===== src/rtl/blk_tx_dma_pkg.sv =====
package blk_tx_dma_pkg;

    typedef enum logic [1:0] {
        ST_IDLE  = 2'd0,
        ST_FETCH = 2'd1,
        ST_WAIT  = 2'd2,
        ST_SEND  = 2'd3
    } seq_state_e;

    localparam logic SEL_BASE = 1'b0;
    localparam logic SEL_CNT  = 1'b1;

endpackage


===== src/rtl/dma_regs.sv =====
module dma_regs #(
    parameter int ADDR_W = 16,
    parameter int CNT_W  = 10,
    parameter int REG_W  = 16
) (
    input  logic              clk,
    input  logic              rst_n,
    input  logic              wr_en,
    input  logic              sel,
    input  logic [REG_W-1:0]  wdata,
    input  logic [CNT_W-1:0]  cnt_value,
    output logic [ADDR_W-1:0] base,
    output logic [REG_W-1:0]  rdata
);
    import blk_tx_dma_pkg::*;

    localparam int PAD_W = REG_W - CNT_W;

    typedef struct packed {
        logic [ADDR_W-1:0] base;
    } regs_t;

    regs_t q, d;

    always_comb begin
        d = q;
        if (wr_en && sel == SEL_BASE) begin
            d.base = wdata[ADDR_W-1:0];
        end
    end

    always_ff @(posedge clk or negedge rst_n) begin
        if (!rst_n) begin
            q <= '0;
        end else begin
            q <= d;
        end
    end

    assign base  = q.base;
    assign rdata = (sel == SEL_CNT) ? {{PAD_W{1'b0}}, cnt_value} : REG_W'(q.base);

    // base only moves when it is written
    a_r2_base_hold: assert property (@(posedge clk) disable iff (!rst_n)
        !(wr_en && sel == SEL_BASE) |=> $stable(base));

endmodule


===== src/rtl/dma_seq.sv =====
module dma_seq #(
    parameter int ADDR_W = 16,
    parameter int CNT_W  = 10,
    parameter int WORD_W = 16,
    parameter int BYTE_W = 8
) (
    input  logic              clk,
    input  logic              rst_n,
    input  logic              start_wr,
    input  logic [CNT_W-1:0]  start_cnt,
    input  logic [ADDR_W-1:0] base,
    output logic              mem_rd_en,
    output logic [ADDR_W-1:0] mem_addr,
    input  logic [WORD_W-1:0] mem_rdata,
    output logic              tx_valid,
    output logic [BYTE_W-1:0] tx_data,
    input  logic              tx_ready,
    output logic              busy,
    output logic              done,
    output logic [CNT_W-1:0]  cnt
);
    import blk_tx_dma_pkg::*;

    localparam int LANES  = WORD_W / BYTE_W;
    localparam int LANE_W = (LANES > 1) ? $clog2(LANES) : 1;
    localparam logic [LANE_W-1:0] LAST_LANE = LANE_W'(LANES - 1);

    typedef struct packed {
        seq_state_e        state;
        logic [CNT_W-1:0]  cnt;
        logic [ADDR_W-1:0] ptr;
        logic [WORD_W-1:0] word;
        logic [LANE_W-1:0] lane;
        logic              done;
    } seq_t;

    seq_t q, d;

    logic [BYTE_W-1:0] lane_bytes [LANES];

    genvar g;
    generate
        for (g = 0; g < LANES; g++) begin : g_lane
            assign lane_bytes[g] = q.word[g*BYTE_W +: BYTE_W];
        end
    endgenerate

    always_comb begin
        d      = q;
        d.done = 1'b0;
        case (q.state)
            ST_IDLE: begin
                if (start_wr) begin
                    d.cnt   = start_cnt;
                    d.ptr   = base;
                    d.lane  = '0;
                    d.state = ST_FETCH;
                end
            end
            ST_FETCH: begin
                d.state = ST_WAIT;
            end
            ST_WAIT: begin
                d.word  = mem_rdata;
                d.lane  = '0;
                d.state = ST_SEND;
            end
            ST_SEND: begin
                if (tx_ready) begin
                    if (q.lane == LAST_LANE) begin
                        if (q.cnt == '0) begin
                            d.cnt   = '1;
                            d.done  = 1'b1;
                            d.state = ST_IDLE;
                        end else begin
                            d.cnt   = q.cnt - 1'b1;
                            d.ptr   = q.ptr + 1'b1;
                            d.state = ST_FETCH;
                        end
                    end else begin
                        d.lane = q.lane + 1'b1;
                    end
                end
            end
            default: d.state = ST_IDLE;
        endcase
    end

    always_ff @(posedge clk or negedge rst_n) begin
        if (!rst_n) begin
            q <= '0;
        end else begin
            q <= d;
        end
    end

    assign mem_rd_en = (q.state == ST_FETCH);
    assign mem_addr  = q.ptr;
    assign tx_valid  = (q.state == ST_SEND);
    assign tx_data   = lane_bytes[q.lane];
    assign busy      = (q.state != ST_IDLE);
    assign done      = q.done;
    assign cnt       = q.cnt;

    // a stalled byte is held
    a_r5_tx_hold: assert property (@(posedge clk) disable iff (!rst_n)
        (tx_valid && !tx_ready) |=> (tx_valid && $stable(tx_data)));

    // completion is a single-cycle pulse
    a_r7_done_pulse: assert property (@(posedge clk) disable iff (!rst_n)
        done |=> !done);

    // the end of a transfer leaves the counter at all ones
    a_r7_cnt_ones: assert property (@(posedge clk) disable iff (!rst_n)
        $fell(busy) |-> (cnt == '1));

    // memory is read only during a transfer
    a_r3_rd_busy: assert property (@(posedge clk) disable iff (!rst_n)
        mem_rd_en |-> busy);

    // a count write during a stalled transfer leaves the count alone
    a_r8_cnt_ignore: assert property (@(posedge clk) disable iff (!rst_n)
        (busy && start_wr && !(tx_valid && tx_ready)) |=> $stable(cnt));

endmodule


===== src/rtl/blk_tx_dma.sv =====
module blk_tx_dma #(
    parameter int ADDR_W = 16,
    parameter int CNT_W  = 10,
    parameter int WORD_W = 16,
    parameter int BYTE_W = 8,
    parameter int REG_W  = 16
) (
    input  logic              clk,
    input  logic              rst_n,
    input  logic              reg_wr,
    input  logic              reg_sel,
    input  logic [REG_W-1:0]  reg_wdata,
    output logic [REG_W-1:0]  reg_rdata,
    output logic              mem_rd_en,
    output logic [ADDR_W-1:0] mem_addr,
    input  logic [WORD_W-1:0] mem_rdata,
    output logic              tx_valid,
    output logic [BYTE_W-1:0] tx_data,
    input  logic              tx_ready,
    output logic              busy,
    output logic              done
);
    import blk_tx_dma_pkg::*;

    logic [ADDR_W-1:0] base;
    logic [CNT_W-1:0]  cnt;
    logic              cnt_wr;

    assign cnt_wr = reg_wr && (reg_sel == SEL_CNT);

    dma_regs #(
        .ADDR_W(ADDR_W),
        .CNT_W (CNT_W),
        .REG_W (REG_W)
    ) u_regs (
        .clk      (clk),
        .rst_n    (rst_n),
        .wr_en    (reg_wr),
        .sel      (reg_sel),
        .wdata    (reg_wdata),
        .cnt_value(cnt),
        .base     (base),
        .rdata    (reg_rdata)
    );

    dma_seq #(
        .ADDR_W(ADDR_W),
        .CNT_W (CNT_W),
        .WORD_W(WORD_W),
        .BYTE_W(BYTE_W)
    ) u_seq (
        .clk      (clk),
        .rst_n    (rst_n),
        .start_wr (cnt_wr),
        .start_cnt(reg_wdata[CNT_W-1:0]),
        .base     (base),
        .mem_rd_en(mem_rd_en),
        .mem_addr (mem_addr),
        .mem_rdata(mem_rdata),
        .tx_valid (tx_valid),
        .tx_data  (tx_data),
        .tx_ready (tx_ready),
        .busy     (busy),
        .done     (done),
        .cnt      (cnt)
    );

endmodule


===== config.mk =====
export PLATFORM = sky130hd
export DESIGN_NAME = blk_tx_dma
export DESIGN_NICKNAME = d
export VERILOG_FILES = /design/src/rtl/blk_tx_dma_pkg.sv /design/src/rtl/dma_regs.sv /design/src/rtl/dma_seq.sv /design/src/rtl/blk_tx_dma.sv
export SDC_FILE = /design/constraint.sdc
export NUM_CORES = 1
export LEC_CHECK = 0
export BUFFER_PORTS_ARGS = -buffer_cell sky130_fd_sc_hd__buf_2
export CAP_MARGIN = 20
export CORE_MARGIN = 10
export CORE_UTILIZATION = 54
export DETAILED_ROUTE_END_ITERATION = 8
export PLACE_DENSITY = 0.87
export SYNTH_ARGS = -nofsm -noshare
export SYNTH_HDL_FRONTEND = slang
export SYNTH_SLANG_ARGS = --single-unit

===== constraint.sdc =====
create_clock -name clk -period 2.5 [get_ports clk]
set_input_delay 0.375 -clock clk [delete_from_list [all_inputs] [get_ports clk]]
set_output_delay 0.375 -clock clk [all_outputs]
set_load 0.05 [all_outputs]

==> key figures <==
Synthesis
  • Top post-synthesis cells by area: dfrtp_1 (45%), mux2_2 (16%), buf_4 (3.9%)
  • Area share of the largest cell type after synthesis: 44.8%
  • Largest family of logic cells by synthesized area: multiplexers
  • Synth Area in XOR/XNOR: 0%
  • Synth unique cells: 51
  • Yosys warns: 0
  • Seq/Total Area, Yosys: 44.8%
  • Compound-Gate Fraction of Synth Area: 14.4%
  • FFs w/ async S/R, synth: 100%
  • Post-Synth Adder-Cell Area: 2.17%
  • Post-synth EDFFs: 0
  • Avg Cell Area, Syn: 10.5 um^2
  • Synthesized area: 3460 um^2
  • Cell taking the most area after synthesis: dfrtp_1
  • Syn_nets: 372
  • Ys flop type: dfrtp_1
  • Synth Area in Simple Gates: 14.6%
  • Flops & latches, synth: 62
  • Post-Syn Instances: 329
  • Mux cell area share after synthesis: 16.6%

Floorplan
  • Die area: 10,000 um^2
  • Core area: 6280 um^2
  • Starting Density: 55.1%
  • Row count: 29
  • Die width: 100 um
  • Die H: 100 um
  • # IOs: 81

Global route
  • GR Overflow Total: 0
  • First-pass GRT wire length: 14,200 um
  • GRT Util Overall: 17.5%
  • Largest net degree at the start of global routing: 35
  • Vias in the first global route: 2,874
  • Initial antenna violation count: 0

Final layout
  • Nets: 437
  • Diode count: 0
  • Filler cell count: 456
  • Area Growth Syn to Fin: 18.4%
  • Proportion of layout cells with a drive suffix above 1: 41.1%
  • Non-Filler Instances: 476

Route
  • DRT Pass-1 Iters: 5
  • Post-route ant nets: 0
  • Detailed Route WL: 8900 um
  • DRT iter0 DRCs: 265
  • DR vias: 2,892
  • Drc violations: 0
  • Avg WL per Cell: 18.7 um
  • Vias per cell: 6.08

Clock tree
  • Clock sinks: 62
  • CTS tree: done
  • Root buf cell: clkbuf_8
  • # hold bufs at CTS: 0
  • Worst skew pair latency: 0.35 ns
  • Post-CTS Setup Bufs: 0
  • CTS Buffer Depth: 2
  • CTS H-tree depth: 3
  • CTS buffer count: 9
  • Post-cts resize count: 0
  • Worst-path clk slew: 0.08 ns

Placement
  • Hpwl dp: 6390 um
  • Port Buffers: 80
  • Placed Cells incl. Taps: 459
  • Placer Congestion: 0.881

Timing
  • Setup violators final: 0
  • Sum Neg Setup Slack: 0 ns
  • RSZ-0062 raised after global routing: false
  • Final Hold Fails: 0
  • Worst-Margin Slew: 0.702 ns
  • Tmin final: 2.30 ns
  • Pins Over Slew Limit: 0
  • Max Freq: 0.434 GHz
  • Crit share post-route: 92.2%
  • Worst Skew: 0.0103 ns
  • Relative max-transition margin: 53.2%

Worst setup path
  • Cell family with most CP delay: compound AO/OA/AOI/OAI gates
  • Worst EP required: 2.76 ns
  • Crit path arrival time: 2.57 ns
  • Max FO, Critical Path: 23
  • Cell at the slowest stage of the critical path: dfrtp_1
  • Worst path bufs/invs: 2
  • Crit-path cells: inv_1 > ha_1 > a21boi_2 > a211oi_4 > buf_4 > o21a_1 > o22ai_1 > a21oi_1
  • Crit Path Category: flip-flop to flip-flop
  • Worst Setup Start Kind: flip-flop
  • Worst setup EP type: flip-flop
  • Slowest stage delay, CP: 0.44 ns

Pwr
  • VDD IR max: 0.000918 V
  • Leakage: 0.00182 uW
  • PD cells: 1500 nW/um^2

Run
  • Maxcap violations: 0

Min path
  • HP Class: primary input to asynchronous set/reset pin

Outcome
  • Status: completed
-- sequential cells by signal (all words and copies together) (netlist names) --
signal / count
u_regs.base: 16
u_seq.mem_addr: 16
u_seq.cnt: 10
u_seq.done: 1
u_seq.q: 3
u_seq.lane_bytes: 16
-- placed cells by master, fill, tap and decap left out, types with 2 or more instances in the layout --
master and count:
nand2_1 22, and4_1 3, nand4b_1 3, o22ai_1 8
a21oi_1 11, nand3_1 16, o32ai_1 2, nor3_1 4
nand2b_1 3, or2_2 2, a22oi_1 3, nor4_1 2
nor2_1 10, or4b_1 5, dfrtp_1 62, buf_2 80
buf_4 7, inv_1 13, o21ai_2 2, a21o_1 2
or3_1 2, o21ai_0 20, o221ai_1 2, a32oi_1 8
nand4_1 4, nor2b_1 7, a31o_2 2, ha_1 6
bufinv_16 4, mux2_2 50, a31oi_1 2, clkbuf_8 9
-- power breakdown --
group / internal [uW] / switching (uW) / total, uW
Sequential: 1400 / 411 / 1810
Clock: 768 / 429 / 1200
Combinational: 1040 / 2110 / 3150
-- routing by layer --
layer,global-route usage (%),share of wire [%]
met5,0,0
met1,22.0,42
met3,3.37,5.6
met2,29.0,51
met4,6.52,2.0
-- Yosys cell counts (3+ instances only) --
library cell,number
o22ai_1,8
nand2b_1,3
nand4b_1,3
ha_1,6
buf_4,18
mux2_2,50
inv_1,13
o21ai_0,20
dfrtp_1,62
a22oi_1,3
or4b_1,5
nand2_1,22
a21oi_1,11
nand3_1,16
and4_1,3
nor2b_1,7
nand4_1,4
clkbuf_1,12
nor2_1,10
a32oi_1,8
nor3_1,4
-- stage by stage --
| step | instance area (um^2) | worst slack (ns) | total power [uW] | hold slack [ns] | utilization [%] |
|---|---|---|---|---|---|
| floorplan | 3460 | 0.171 | 4350 | 0.0794 | - |
| detailed placement | 3820 | 0.277 | 4930 | 0.442 | 60.9 |
| finish | 4100 | 0.196 | 6150 | 0.0563 | 65.3 |
| global placement | 3820 | 0.402 | 4810 | 0.439 | 60.9 |
| global route | 4100 | 0.0336 | 6480 | 0.101 | 65.3 |
| CTS | 4090 | 0.234 | 6150 | 0.0694 | 65.2 |
-- cell families (layout without fill, tap and decap cells) --
logic type,count (synthesis),count (layout)
and+or+nand+nor,90,90
adders and majority gates,6,6
muxes,51,51
AOI/OAI and AO/OA,72,72
buffers and inverters,48,118
DFF,62,62
-- worst paths after layout --
check / start / to / slack, ns / depth (start not counted)
worst max-delay path: u_seq.q[45]$_DFFE_PN0P_ / u_seq.mem_addr[12]$_DFFE_PN0P_ / 0.20 / 8
worst min-delay path: rst_n / u_seq.lane_bytes[8]$_DFFE_PN0N_ / 0.06 / 1
worst max register to register: u_seq.q[45]$_DFFE_PN0P_ / u_seq.mem_addr[12]$_DFFE_PN0P_ / 0.20 / 8
worst min register to register: u_seq.lane_bytes[7]$_DFFE_PN0N_ / u_seq.lane_bytes[7]$_DFFE_PN0N_ / 0.51 / 1
max in group asynchronous: rst_n / u_regs.base[11]$_DFFE_PN0P_ / 1.82 / 2
min in group clk: mem_rdata[5] / u_seq.lane_bytes[13]$_DFFE_PN0N_ / 0.26 / 2
-- final cells by class --
class	instances	area, um^2	share of cell area (%)
Multi-Input combinational cell	219	1650	40.3
Clock buffer	9	124	3.02
Clock inverter	7	145	3.54
Tap cell	77	96.3	2.35
Inverter	13	48.8	1.19
Sequential cell	62	1550	37.9
Timing Repair Buffer	89	480	11.7
Power figures use the tool's default switching activity.
